--- src/rtl/fpcmp_pkg.sv ---
package fpcmp_pkg;
   // predicate code bit positions
   localparam int PB_UN  = 0;
   localparam int PB_EQ  = 1;
   localparam int PB_LT  = 2;
   localparam int PB_SIG = 3;
   localparam int PRED_W = 4;

   typedef struct packed {
      logic lt;
      logic eq;
      logic un;
   } rel_t;

   typedef struct packed {
      rel_t rel;
      logic nan_any;
      logic snan_any;
   } lane_res_t;
endpackage

--- src/rtl/fpcmp_classify.sv ---
module fpcmp_classify #(
   parameter int EXP_W  = 8,
   parameter int FRAC_W = 23,
   localparam int MAG_W = EXP_W + FRAC_W,
   localparam int VAL_W = MAG_W + 1
) (
   input  logic [VAL_W-1:0] val,
   output logic             is_nan,
   output logic             is_snan,
   output logic             is_zero,
   output logic             sign,
   output logic [MAG_W-1:0] mag
);
   logic [EXP_W-1:0]  expo;
   logic [FRAC_W-1:0] frac;
   logic              exp_max;
   logic              frac_nz;

   always_comb begin
      sign    = val[VAL_W-1];
      mag     = val[MAG_W-1:0];
      expo    = val[MAG_W-1:FRAC_W];
      frac    = val[FRAC_W-1:0];
      exp_max = &expo;
      frac_nz = |frac;
      is_nan  = exp_max && frac_nz;
      is_snan = is_nan && !frac[FRAC_W-1];
      is_zero = !(|mag);
   end
endmodule

--- src/rtl/fpcmp_order.sv ---
module fpcmp_order
   import fpcmp_pkg::*;
#(
   parameter int MAG_W = 31
) (
   input  logic             sign_a,
   input  logic             sign_b,
   input  logic [MAG_W-1:0] mag_a,
   input  logic [MAG_W-1:0] mag_b,
   input  logic             nan_a,
   input  logic             nan_b,
   input  logic             zero_a,
   input  logic             zero_b,
   output rel_t             rel
);
   logic mag_lt;
   logic mag_eq;

   always_comb begin
      mag_lt = mag_a < mag_b;
      mag_eq = mag_a == mag_b;
      rel    = '0;
      if (nan_a || nan_b) begin
         rel.un = 1'b1;
      end else if (zero_a && zero_b) begin
         rel.eq = 1'b1;
      end else if (sign_a != sign_b) begin
         rel.lt = sign_a;
      end else if (!sign_a) begin
         rel.lt = mag_lt;
         rel.eq = mag_eq;
      end else begin
         rel.lt = !mag_lt && !mag_eq;
         rel.eq = mag_eq;
      end
   end
endmodule

--- src/rtl/fpcmp_lane.sv ---
module fpcmp_lane
   import fpcmp_pkg::*;
#(
   parameter int EXP_W  = 8,
   parameter int FRAC_W = 23,
   localparam int MAG_W = EXP_W + FRAC_W,
   localparam int VAL_W = MAG_W + 1
) (
   input  logic [VAL_W-1:0] a,
   input  logic [VAL_W-1:0] b,
   output lane_res_t        res
);
   logic             nan_a, nan_b, snan_a, snan_b, zero_a, zero_b, sgn_a, sgn_b;
   logic [MAG_W-1:0] mag_a, mag_b;
   rel_t             rel;

   fpcmp_classify #(.EXP_W(EXP_W), .FRAC_W(FRAC_W)) u_cls_a (
      .val(a), .is_nan(nan_a), .is_snan(snan_a), .is_zero(zero_a),
      .sign(sgn_a), .mag(mag_a)
   );

   fpcmp_classify #(.EXP_W(EXP_W), .FRAC_W(FRAC_W)) u_cls_b (
      .val(b), .is_nan(nan_b), .is_snan(snan_b), .is_zero(zero_b),
      .sign(sgn_b), .mag(mag_b)
   );

   fpcmp_order #(.MAG_W(MAG_W)) u_ord (
      .sign_a(sgn_a), .sign_b(sgn_b), .mag_a(mag_a), .mag_b(mag_b),
      .nan_a(nan_a), .nan_b(nan_b), .zero_a(zero_a), .zero_b(zero_b),
      .rel(rel)
   );

   always_comb begin
      res.rel      = rel;
      res.nan_any  = nan_a || nan_b;
      res.snan_any = snan_a || snan_b;
   end
endmodule

--- src/rtl/fpcmp_unit.sv ---
module fpcmp_unit
   import fpcmp_pkg::*;
#(
   parameter int  SGL_EXP_W  = 8,
   parameter int  SGL_FRAC_W = 23,
   parameter int  DBL_EXP_W  = 11,
   parameter int  DBL_FRAC_W = 52,
   parameter bit  HAS_SINGLE = 1'b1,
   localparam int SGL_W      = 1 + SGL_EXP_W + SGL_FRAC_W,
   localparam int DBL_W      = 1 + DBL_EXP_W + DBL_FRAC_W
) (
   input  logic             clk,
   input  logic             rst_n,
   input  logic             cmp_valid,
   input  logic             fmt_dbl,
   input  logic [PRED_W-1:0] pred,
   input  logic [DBL_W-1:0] op_a,
   input  logic [DBL_W-1:0] op_b,
   output logic             cond_flag,
   output logic             invalid_flag
);
   initial begin
      if (SGL_W > DBL_W)
         $error("single format wider than double format");
      if (SGL_FRAC_W < 2 || DBL_FRAC_W < 2)
         $error("fraction needs a quiet bit and a payload bit");
   end

   lane_res_t dbl_res;
   lane_res_t sgl_res;
   lane_res_t sel_res;
   logic      result_c;
   logic      invalid_c;

   fpcmp_lane #(.EXP_W(DBL_EXP_W), .FRAC_W(DBL_FRAC_W)) u_dbl (
      .a(op_a), .b(op_b), .res(dbl_res)
   );

   generate
      if (HAS_SINGLE) begin : g_sgl
         fpcmp_lane #(.EXP_W(SGL_EXP_W), .FRAC_W(SGL_FRAC_W)) u_sgl (
            .a(op_a[SGL_W-1:0]), .b(op_b[SGL_W-1:0]), .res(sgl_res)
         );
      end else begin : g_no_sgl
         assign sgl_res = dbl_res;
      end
   endgenerate

   always_comb begin
      sel_res  = fmt_dbl ? dbl_res : sgl_res;
      result_c = (pred[PB_UN] && sel_res.rel.un) ||
                 (pred[PB_EQ] && sel_res.rel.eq) ||
                 (pred[PB_LT] && sel_res.rel.lt);
      invalid_c = sel_res.snan_any || (pred[PB_SIG] && sel_res.nan_any);
   end

   always_ff @(posedge clk) begin
      if (!rst_n) begin
         cond_flag    <= 1'b0;
         invalid_flag <= 1'b0;
      end else begin
         invalid_flag <= cmp_valid && invalid_c;
         if (cmp_valid)
            cond_flag <= result_c;
      end
   end
endmodule

--- config.mk ---
export PLATFORM = sky130hd
export DESIGN_NAME = fpcmp_unit
export DESIGN_NICKNAME = d
export VERILOG_FILES = /design/src/rtl/fpcmp_pkg.sv /design/src/rtl/fpcmp_classify.sv /design/src/rtl/fpcmp_order.sv /design/src/rtl/fpcmp_lane.sv /design/src/rtl/fpcmp_unit.sv
export SDC_FILE = /design/constraint.sdc
export NUM_CORES = 1
export LEC_CHECK = 0
export ABC_CLOCK_PERIOD_IN_PS = 4800
export BUFFER_PORTS_ARGS = -buffer_cell sky130_fd_sc_hd__buf_2
export CORE_UTILIZATION = 45
export DETAILED_ROUTE_END_ITERATION = 8
export PLACE_DENSITY_LB_ADDON = 0.15
export SYNTH_ARGS = -nofsm -noshare
export SYNTH_HDL_FRONTEND = slang
export SYNTH_SLANG_ARGS = --single-unit
export TNS_END_PERCENT = 50
--- constraint.sdc ---
create_clock -name clk -period 4.8 [get_ports clk]
set_clock_uncertainty 0.2 [all_clocks]
set_input_delay 0.72 -clock clk [delete_from_list [all_inputs] [get_ports clk]]
set_output_delay 0.72 -clock clk [all_outputs]
set_load 0.01 [all_outputs]
; ---- Yosys cells after proc, flatten, opt, wreduce, memory -nomap -nowiden
; Index checks and enable logic that the tools add are counted.
[op_classes]
n_div = 0
mux = 15
n_reduce_logical = 48
magnitude_cmp = 2
bitwise_logic = 0
eq_ne = 4
shifts = 0
mul = 0
add_sub_neg = 0
[op_table]
columns = op, count
row1 = $reduce_or 63->1, 2
row2 = $reduce_or 52->1, 2
row3 = $eq 63x63->1, 1
row4 = $lt 63x63->1, 1
row5 = $reduce_or 31->1, 2
row6 = $reduce_or 23->1, 2
row7 = $eq 31x31->1, 1
row8 = $lt 31x31->1, 1
row9 = $reduce_and 11->1, 2
row10 = $logic_and 1x1->1, 17
row11 = $reduce_and 8->1, 2
row12 = $logic_not 1->1, 12
row13 = $mux 1, 10
row14 = $mux 2, 4
row15 = $logic_or 1x1->1, 7
row16 = $mux 5, 1
row17 = $ne 1x1->1, 2
[word_totals]
wordCells = 71
regBits = 2
mem_bits_rw = 0
out_inout_bits = 2
memories = 0
latchBits = 0
rom_bits = 0
inputBits = 136

; ---- Longest topological paths before layout
; Gate-level depths: netlist of the first run.
[logic_depth]
ltp_word = 11
depth_mapped = 10
ltp_nobuf = 10

; ---- By module
; A second synthesis of the first run with hierarchy kept.
[unflattened]
hier_cells = 649
hier_area_um2 = 4718.3
[by_module_without_submodules]
columns = mod, cells_per_inst, instances, area_each_um2, seq_area_each_um2
row1 = fpcmp_order (u_dbl.u_ord), 236, 1, 1659.1, 0.0
row2 = fpcmp_classify (u_dbl.u_cls_a ...), 93, 2, 670.6, 0.0
row3 = fpcmp_order (g_sgl.u_sgl.u_ord), 116, 1, 872.1, 0.0
row4 = fpcmp_classify (g_sgl.u_sgl.u_cls_a ...), 47, 2, 347.8, 0.0
row5 = fpcmp_unit, 13, 1, 125.1, 40.0
row6 = fpcmp_lane, 2, 2, 12.5, 0.0

; ---- Worst setup path after synthesis of the first run
; Ideal clock, no wire load.
[synth_timing]
path_kind = input to register
start = in op_b[29]
end = reg cond_flag
setup_time_ps = 122
required_time_ps = 4478
path_stages = 9
t_arrival_ps = 2511
n_path_buf = 0
path_slack_ps = 1968
path_cell_list = inv_1 -> ha_1 -> nand4_1 -> nor4_1 -> a21boi_0 -> nor4_1 -> o31a_1 -> a311oi_1 -> nor2_1
[synth_between]
elab_chain_cells = 10
elab_cells_between_ends = 42
classes_between = order compare: 2 / eq/ne: 2 / mux: 15 / reduce/logical: 23
[synth_rtl]
columns = item, line_no
row1 = start: declaration, fpcmp_unit.sv:18  ; input logic [DBL_W-1:0] op_b,
row2 = $lt 63x63->1 (tied with other cells), fpcmp_order.sv:20  ; mag_lt = mag_a < mag_b;
row3 = $logic_not 1->1, fpcmp_order.sv:33  ; rel.lt = !mag_lt && !mag_eq;
row4 = $logic_and 1x1->1, fpcmp_order.sv:33
row5 = $mux 2, fpcmp_order.sv:29  ; end else if (!sign_a) begin
row6 = $mux 1, fpcmp_order.sv:27  ; end else if (sign_a != sign_b) begin
row7 = $mux 1, fpcmp_order.sv:25  ; end else if (zero_a && zero_b) begin
row8 = $mux 2, fpcmp_order.sv:23  ; if (nan_a || nan_b) begin
row9 = $mux 5 (*), fpcmp_unit.sv:50  ; sel_res = fmt_dbl ? dbl_res : sgl_res;
row10 = $logic_and 1x1->1, fpcmp_unit.sv:53  ; (pred[PB_LT] && sel_res.rel.lt);
row11 = $logic_or 1x1->1 (*), fpcmp_unit.sv:52  ; (pred[PB_EQ] && sel_res.rel.eq) ||
row12 = end signal: assignment, fpcmp_unit.sv:64  ; cond_flag <= result_c;
row13 = end: declaration, fpcmp_unit.sv:19  ; output logic cond_flag,
; Mark *: on every way between the ends. The rest lies on a longest branch, timed or not.
; A chain may end at the register's enable or synchronous reset.

; ---- Worst setup path after layout of the first run
; Same ends and word-level chain as after synthesis.

==> run metrics, run 1 <==
CTS sink cnt 2; Worst EP required 4.70 ns; Critical Path AT 2.99 ns; fin crit share 0.643; Slew Limit Fails 0; share of cells above drive strength 1 0.316; Vias/cell 5.52; Max Buffers Root-to-Sink 2; Pleak 1.75 nW; unrepaired setup endpoints after global routing false; Crit Path Class in -> reg; Max FO, Critical Path 4; die area 5380 um^2; Detail Route met2 WL 3.40 mm; syn avg cell area 6.90 um^2; WL/cell 13.3 um; Post-Syn Nets 531; largest cells by area after synthesis ha_1 (34%), inv_1 (11%), nor4_1 (7.1%), nand4_1 (6.6%), a21oi_1 (5.7%); slew of the pin with the lowest slew margin 0.539 ns; dominant synthesized flop cell dfxtp_1; Mapped Cells 332; chip height 73.4 um; min cycle time layout 3.09 ns; cts bufs inserted 3; type of the worst min-delay path reg -> reg; diode count 0; vias in the first global route 2,709; Syn-to-layout area delta 35.4%; Synth area leader ha_1; CTS tree built; top cell type's share of synthesized area 0.344; Met3 Wirelength 418 um; first-pass GRT wire length 11.5 mm; Post-CTS Hold Fix Bufs 0; final core utilization 0.644; ANT nets after route 0; status finished, final reports clean; # rows 25; Crit path top cell by count nor4_1; core area 4820 um^2; die span in x 73.4 um; setup tns final 0 ns; gr usage total 0.270; EDFF count, synth 0; gpl congestion 0.937; # DRC 0; Final Instance Count excl. Fillers 539; max incr delay on CP 0.50 ns; Place WS 1.53 ns; num ports 138; Worst setup SP type input pin; Yosys cell types 44; WP buf/inv 2; register area share after synthesis 0.0175; Root Buffer clkbuf_8; crit path cell chain buf_2, inv_1, ha_1, nand4_1, nor4_1, a21boi_0, nor4_1, o31a_1, a311oi_1, nor2_1; Setup WS post-layout 1.71 ns; Max Cap Viol 0; Port Buf Inserts 137; clk_lat worst skew 0.22 ns; DPL Wire Length 6.53 mm; total grt overflow 0; placed insts 536; Worst VDD drop 0.0728 mV; via count 2,973; M1 WL 3.23 mm; #FFs+latches synth 2; most common cell after layout, fill and taps aside buf_2; clk slew on worst S/H paths 0.03 ns; endpoint class of the critical path register; final setup fails 0; commonest cells after routing, fill and taps aside buf_2 (137), inv_1 (69), ha_1 (63), nor4_1 (26), a21oi_1 (26); Fmax 324 MHz; FFs w/ async S/R, synth 0; final WL 7.15 mm; final hold vios 0; drt first pass iters 4; fin nets 673; CP max stage cell nor4_1; H-Tree Depth 1; Tot Pwr 303 uW; Crit path max-delay family compound AO/OA/AOI/OAI gates; pin count of the biggest net entering global routing 7; antenna violations before repair 0; initial drt markers 105; Starting Density 0.476; Post-CTS Setup Inserts 0; Highest Signal Layer met4; PostCTS Resize Cnt 0; power per cell area 97.8 nW/um^2; relative slew slack 0.637; Cell Area, Synth 2290 um^2; Yosys warning count 0
==> Yosys cell counts, types with 2 or more instances <==
master     number
a211oi_1        4
a21o_1          2
a21oi_1        26
a221oi_1        2
and4_1          6
dfxtp_1         2
ha_1           63
inv_1          69
nand2_1        18
nand3_1         8
nand3b_1        2
nand4_1        24
nor2_1         16
nor2b_1         2
nor3_1         10
nor4_1         26
o2111ai_1       2
o211ai_1        2
o21ai_0        14
o21bai_1        2
o22ai_1         2
o311ai_0        2
o31a_1          2
or2_2           2
or4_1           4
or4_4           2
==> per-layer routing <==
| metal | GRT usage | up-vias |
|---|---|---|
| li1 | - | 1547 |
| met1 | 0.346 | 1326 |
| met2 | 0.474 | 87 |
| met3 | 0.0453 | 13 |
| met4 | 0.0534 | 0 |
| met5 | 0 | - |
==> sequential cells by signal, indices dropped and copies added (netlist names) <==
signal	flops
cond_flag	1
invalid_flag	1
==> per-stage QoR <==
stage	area [um^2]	hold slack, ns
after detailed placement	3060	0.369
after CTS	3100	0.373
after global routing	3100	0.413
after global placement	3060	0.349
after floorplan	2290	0.383
final	3100	0.369
==> worst reg2reg max path, stage by stage, from the launching register on <==
cell      delay, ns
dfxtp_1        0.31
o221ai_2       0.18
nor2_1         0.05
==> cell families after synthesis <==
kind of cell | count (synthesis) | share of synthesized area
AO/OA/AOI/OAI | 72 | 0.204
XOR/XNOR | 1 | 0.00382
adder cells (fa/ha/maj) | 63 | 0.344
buffers and inverters | 69 | 0.113
flip-flops | 2 | 0.0175
AND/OR/NAND/NOR | 125 | 0.318
==> worst paths after layout <==
path,start,to,slack (ns),cells after the start
worst min register to register,cond_flag,cond_flag,0.37,2
worst max-delay path,op_b[29],cond_flag,1.71,10
worst min-delay path,cond_flag,cond_flag,0.37,2
worst max register to register,cond_flag,cond_flag,3.94,2
==> layout make-up <==
| type | count | area, um^2 |
|---|---|---|
| clock buffers | 3 | 41.3 |
| fillers | 473 | 1710 |
| inverters | 69 | 259 |
| multi-input cells | 261 | 1990 |
| flip-flops and latches | 2 | 40.0 |
| well taps | 67 | 83.8 |
| repair buffers | 137 | 686 |
==> power by group <==
| part | leakage (nW) | switching [mW] | internal [mW] | total, mW |
|---|---|---|---|---|
| sequential | 0.0164 | 0.000557 | 0.0178 | 0.0183 |
| clock | 0.0216 | 0.0162 | 0.0533 | 0.0694 |
| combinational | 1.71 | 0.113 | 0.102 | 0.216 |
Power figures use the tool's default switching activity.
==> run 2, diff against run 1 <==
ABC_AREA = 1   (was not set)
ABC_CLOCK_PERIOD_IN_PS = 2910   (was 4800)
clock period = 2.91 ns   (was 4.8 ns; I/O delays follow)
==> run 2 against run 1 <==
Net effect:
- worst setup slack worse by 1.0 ns
- hold slack lost 0.076 ns
- largest cell class unchanged
- final cell count rose by 31%
- combinational power is 95% higher
- design area up 14%
- power is 85% higher
- non-clock buffer count did not move
- register-to-register slack lost 1.9 ns
- flip-flop and latch count unchanged
- global-route usage is 2.0 points lower
- utilization decreased by 4.1 points
- via count grew 19%
==> run metrics, run 2 <==
internal reg-to-reg setup slack 2.02 ns; hold depth 3; dominant synthesized flop cell dfxtp_1; Crit path top cell by count nand2_1; final WL 7.89 mm; Top Registers cond_flag: 1 flops, invalid_flag: 1 flops; unrepaired setup endpoints after global routing false; FF+latch area 40.0 um^2; DPL Wire Length 7.30 mm; Yosys warning count 0; # rows 28; Vias/cell 5.02; Slew Limit Fails 0; gr usage total 0.250; post-route cell area 3550 um^2; Crit Path Class in -> reg; fin crit share 0.757; share of cells above drive strength 1 0.268; synth cell count leaders nand2_1 (101), nor2_1 (96), inv_1 (80); Starting Density 0.464; Post-DP Area 3510 um^2; Hold Startpoint pred[2]; die span in x 79.9 um; Cell Area, Synth 2730 um^2; largest cells by area after synthesis ha_1 (29%), nand2_1 (14%), nor2_1 (13%), inv_1 (11%), nand4_1 (7.3%); clk slew on worst S/H paths 0.03 ns; Syn-to-layout area delta 30.1%; first-pass GRT wire length 13.1 mm; gpl congestion 0.920; Layout fillers 621; syn avg cell area 5.57 um^2; Max Buffers Root-to-Sink 2; H-Tree Depth 1; min cycle time layout 2.20 ns; Max FO, Critical Path 3; antenna violations before repair 0; FFs w/ async S/R, synth 0; Pleak 2.05 nW; commonest cells after routing, fill and taps aside buf_2 (137), nand2_1 (101), nor2_1 (96), inv_1 (80), ha_1 (63); top cell type's share of synthesized area 0.289; clk_lat worst skew 0.21 ns; final setup fails 0; Post-CTS Setup Inserts 0; fin nets 831; status finished, final reports clean; endpoint class of the critical path register; Post-Syn Nets 689; # DRC 0; Post-CTS Hold Fix Bufs 0; die area 6390 um^2; #FFs+latches synth 2; ANT nets after route 0; Fmax 454 MHz; CTS sink cnt 2; CTS tree built; max incr delay on CP 0.33 ns; Clock power frac 0.193; Setup WS post-layout 0.706 ns; CP max stage cell nor3_2; final hold vios 0; power per cell area 158 nW/um^2; Seq pwr share 0.053; num ports 138; switch share 0.456; initial drt markers 91; Mapped Cells 490; setup tns final 0 ns; Critical Path AT 2.14 ns; most common cell after layout, fill and taps aside buf_2; Worst VDD drop 0.0877 mV; vias in the first global route 3,371; slew of the pin with the lowest slew margin 0.322 ns; Place WS 0.494 ns; crit path cell chain buf_2, inv_1, ha_1, nand2_1, nor2_1, nand3_1, nor3_2, nand2_2, nand2_2, nand2_1, nand2_1, nand2_1, nand2_1, nand2_1, a21oi_2; cts bufs inserted 3; Int Pwr 305 uW; Max Cap Viol 0; type of the worst min-delay path in -> reg; register area share after synthesis 0.0147; diode count 0; EDFF count, synth 0; terminus of the critical flop-to-flop path cond_flag; Worst setup SP type input pin; via count 3,538; Root Buffer clkbuf_8; relative slew slack 0.784; Comb pwr share 0.754; Synth area leader ha_1; area of the multi-input gates 2360 um^2; total grt overflow 0; launching point of the worst reg2reg path cond_flag; Worst EP required 2.85 ns; count leader, synth nand2_1; drt first pass iters 5; pin count of the biggest net entering global routing 5; core area 5890 um^2; Port Buf Inserts 137; worst r2r path cells 2; Yosys cell types 27; WL/cell 11.2 um; Switching Power 256 uW; chip height 79.9 um; Hold Path End cond_flag; PostCTS Resize Cnt 0
## run 2: cell count changes after synthesis, sizes merged, moves of 5 or more
cell,previous run,this run
or4,6,0
o21ai,15,10
nor4,27,3
inv,69,88
and4,6,0
nor2,16,104
nand3,9,26
nand4,24,33
nand2,18,109
a21oi,26,31
## run 2: final cells by class
cell class / count / area share
well taps: 75 / 0.0264
repair buffers: 137 / 0.193
clock buffers: 3 / 0.0116
inverters: 88 / 0.0930
flip-flops and latches: 2 / 0.0113
multi-input cells: 400 / 0.665
## run 2: metal layers
layer / vias to the layer above / global-route usage / wire (um)
met5: - / 0 / 0
met3: 21 / 0.0286 / 402
met1: 1524 / 0.274 / 3280
met4: 0 / 0.0732 / 177
li1: 1893 / - / -
met2: 100 / 0.494 / 4020
## run 2: power groups by stage
stage,Sequential [mW],Combinational [mW],Clock [mW]
final,0.0299,0.422,0.108
after global placement,0.0302,0.411,0
after floorplan,0.0309,0.237,0
after detailed placement,0.0303,0.421,0
after CTS,0.0300,0.424,0.108
after global routing,0.0301,0.488,0.112
## run 2: worst max path at each step
stage / from / end / depth (start not counted)
detailed placement: op_b[54] / cond_flag / 15
global placement: op_b[54] / cond_flag / 15
finish: op_b[54] / cond_flag / 15
global route: op_b[52] / cond_flag / 15
floorplan: op_b[30] / cond_flag / 18
CTS: op_b[54] / cond_flag / 15
## run 2: kinds of logic after synthesis
family | synth area share
flip-flops | 0.0147
adder cells (fa/ha/maj) | 0.289
XOR/XNOR | 0.00321
AND/OR/NAND/NOR | 0.469
AO/OA/AOI/OAI | 0.104
buffers and inverters | 0.121
## run 2: critical path: cells and delay by family
kind | cells | cell delay, ns
buf+inv | 2 | 0.14
fa+ha+maj | 1 | 0.29
simple gates | 11 | 1.17
compound gates | 1 | 0.12
## run 2: per-stage QoR
stage	util	power (mW)	std cells	hold WS [ns]
floorplan	-	0.268	490	0.353
global placement	0.597	0.441	702	0.362
detailed placement	0.597	0.451	702	0.389
CTS	0.604	0.562	705	0.291
global route	0.604	0.631	705	0.301
finish	0.604	0.561	705	0.292
==> run 3, diff against run 2 <==
ABC_CLOCK_PERIOD_IN_PS = 1900   (was 2910)
CORE_UTILIZATION = 43   (was 45)
clock period = 1.9 ns   (was 2.91 ns; I/O delays follow)
==> run 3 against run 2 <==
Net effect:
- the run now ends with setup timing left
- sequential power grew 54%
- first-iteration DRC count up 79%
- non-clock buffer count grew 89
- clock-buffer cell count stayed put
- critical endpoint unchanged
==> run metrics, run 3 (synthesis gave the netlist of run 2 again) <==
status complete, but fails checks; failing checks setup timing; CP max stage cell ha_4; Starting Density 0.453; die span in x 81.7 um; Detail Route met2 WL 5.59 mm; Fmax 489 MHz; most common cell after layout, fill and taps aside buf_2; Max Cap Viol 0; num ports 138; share of cells above drive strength 1 0.499; CTS tree built; CTS sink cnt 2; core area 6030 um^2; M1 WL 4.24 mm; Vias/cell 5.26; Met3 Wirelength 667 um; Crit path top cell by count nand2_1; drt first pass iters 5; total grt overflow 0; Int Pwr 715 uW; Root Buffer clkbuf_8; Port Buf Inserts 137; slew of the pin with the lowest slew margin 0.278 ns; relative slew slack 0.813; crit path cell chain buf_2, ha_4, a21oi_1, nand2_1, a21oi_2, nand2_1, nand2_1, nand2_2, nand2_2, nand2_2, a21oi_2, nand2_1, nand2_1, nand2_1, a21oi_2; Crit Path Class in -> reg; die area 6670 um^2; diode count 0; clk_lat worst skew 0.21 ns; clk slew on worst S/H paths 0.03 ns; Max FO, Critical Path 3; final setup fails 1; Hold WS 0.125 ns; Post-CTS Hold Fix Bufs 0; Crit path max-delay family simple AND/OR/NAND/NOR gates; # DRC 0; commonest cells after routing, fill and taps aside buf_2 (123), buf_4 (91), nand2_1 (86), nor2_1 (85), inv_1 (55); Pleak 2.54 nW; Highest Signal Layer met4; unrepaired setup endpoints after global routing true; Final Instance Count excl. Fillers 794; # rows 28; via count 4,178; final WL 11.0 mm; min cycle time layout 2.04 ns; max incr delay on CP 0.27 ns; Worst VDD drop 0.197 mV; final core utilization 0.821; Seq pwr share 0.036; fin crit share 1.08; Worst EP required 1.85 ns; cts bufs inserted 3; Setup WS post-layout -0.144 ns; pin count of the biggest net entering global routing 5; gpl congestion 0.852; power per cell area 257 nW/um^2; ANT nets after route 0; placed insts 786; WP buf/inv 1; vias in the first global route 3,827; fin nets 920; switch share 0.438; final hold vios 0; Post-DP Area 4140 um^2; H-Tree Depth 1; DPL Wire Length 7.88 mm; Comb pwr share 0.831; Slew Limit Fails 0; type of the worst min-delay path in -> reg; Worst setup SP type input pin; Top Registers cond_flag: 1 flops, invalid_flag: 1 flops; endpoint class of the critical path register; post-route cell area 4950 um^2; WL/cell 13.9 um; Switching Power 559 uW; gr usage total 0.270; Critical Path AT 2.00 ns; initial drt markers 163; Max Buffers Root-to-Sink 2; Syn-to-layout area delta 81.2%; Clock power frac 0.133; first-pass GRT wire length 14.5 mm; chip height 81.7 um; antenna violations before repair 0
-- run 3: cell count changes in the layout (fill, tap and decap cells not counted), moves of 7 or more --
cell / before / now
inv_1: 80 / 55
nand2_2: 8 / 16
nand2_1: 101 / 86
nand2_4: 0 / 7
inv_2: 8 / 29
buf_6: 0 / 11
nor2_1: 96 / 85
ha_4: 0 / 32
buf_2: 137 / 123
ha_1: 63 / 31
a21oi_2: 3 / 10
a21oi_1: 28 / 21
buf_4: 0 / 91
-- run 3: layout make-up --
cell class,instances,area (um^2)
multi-input cells,400,3000
repair buffers,226,1440
fillers,418,1080
inverters,88,340
well taps,75,93.8
clock buffers,3,41.3
flip-flops and latches,2,40.0
-- run 3: worst paths after layout --
| check | startpoint | slack [ns] | end | cells after the start |
|---|---|---|---|---|
| setup / recovery | op_a[14] | -0.14 | cond_flag | 15 |
| hold / removal | pred[2] | 0.12 | cond_flag | 3 |
| setup reg to reg | cond_flag | 0.99 | cond_flag | 2 |
| hold reg to reg | cond_flag | 0.40 | cond_flag | 2 |
-- run 3: worst min-delay path: stages --
cell	delay, ns
buf_2	0.10
nand2_1	0.06
a21oi_2	0.05
-- run 3: timing repair --
action,CTS,global route
gates cloned,0,0
gates resized for setup,27,115
pin swaps,11,46
buffers inserted,1,4
hold endpoints to repair,0,0
endpoints found under the setup margin,1,2
-- run 3: power by group through the flow --
stage                     registers, mW  clock network [mW]  logic [mW]
after CTS                        0.0459               0.174       0.837
after global placement           0.0464                   0       0.759
after global routing             0.0461               0.179        1.16
after detailed placement         0.0464                   0       0.785
after floorplan                  0.0474                   0       0.363
final                            0.0460               0.170        1.06
-- run 3: through the flow --
step           total power, mW  TNS (ns)  worst slack [ns]
2_1_floorplan            0.410         0            0.0165
3_3_place_gp             0.806    -0.283            -0.274
3_5_place_dp             0.832    -0.330            -0.284
4_1_cts                   1.06         0           0.00443
5_1_grt                   1.39    -0.391            -0.295
6_report                  1.27    -0.144            -0.144
-- run 3: layer usage --
metal | track usage | vias to the layer above
met2 | 0.549 | 198
met1 | 0.283 | 1847
met5 | 0 | -
met4 | 0.0877 | 0
li1 | - | 2076
met3 | 0.0278 | 57
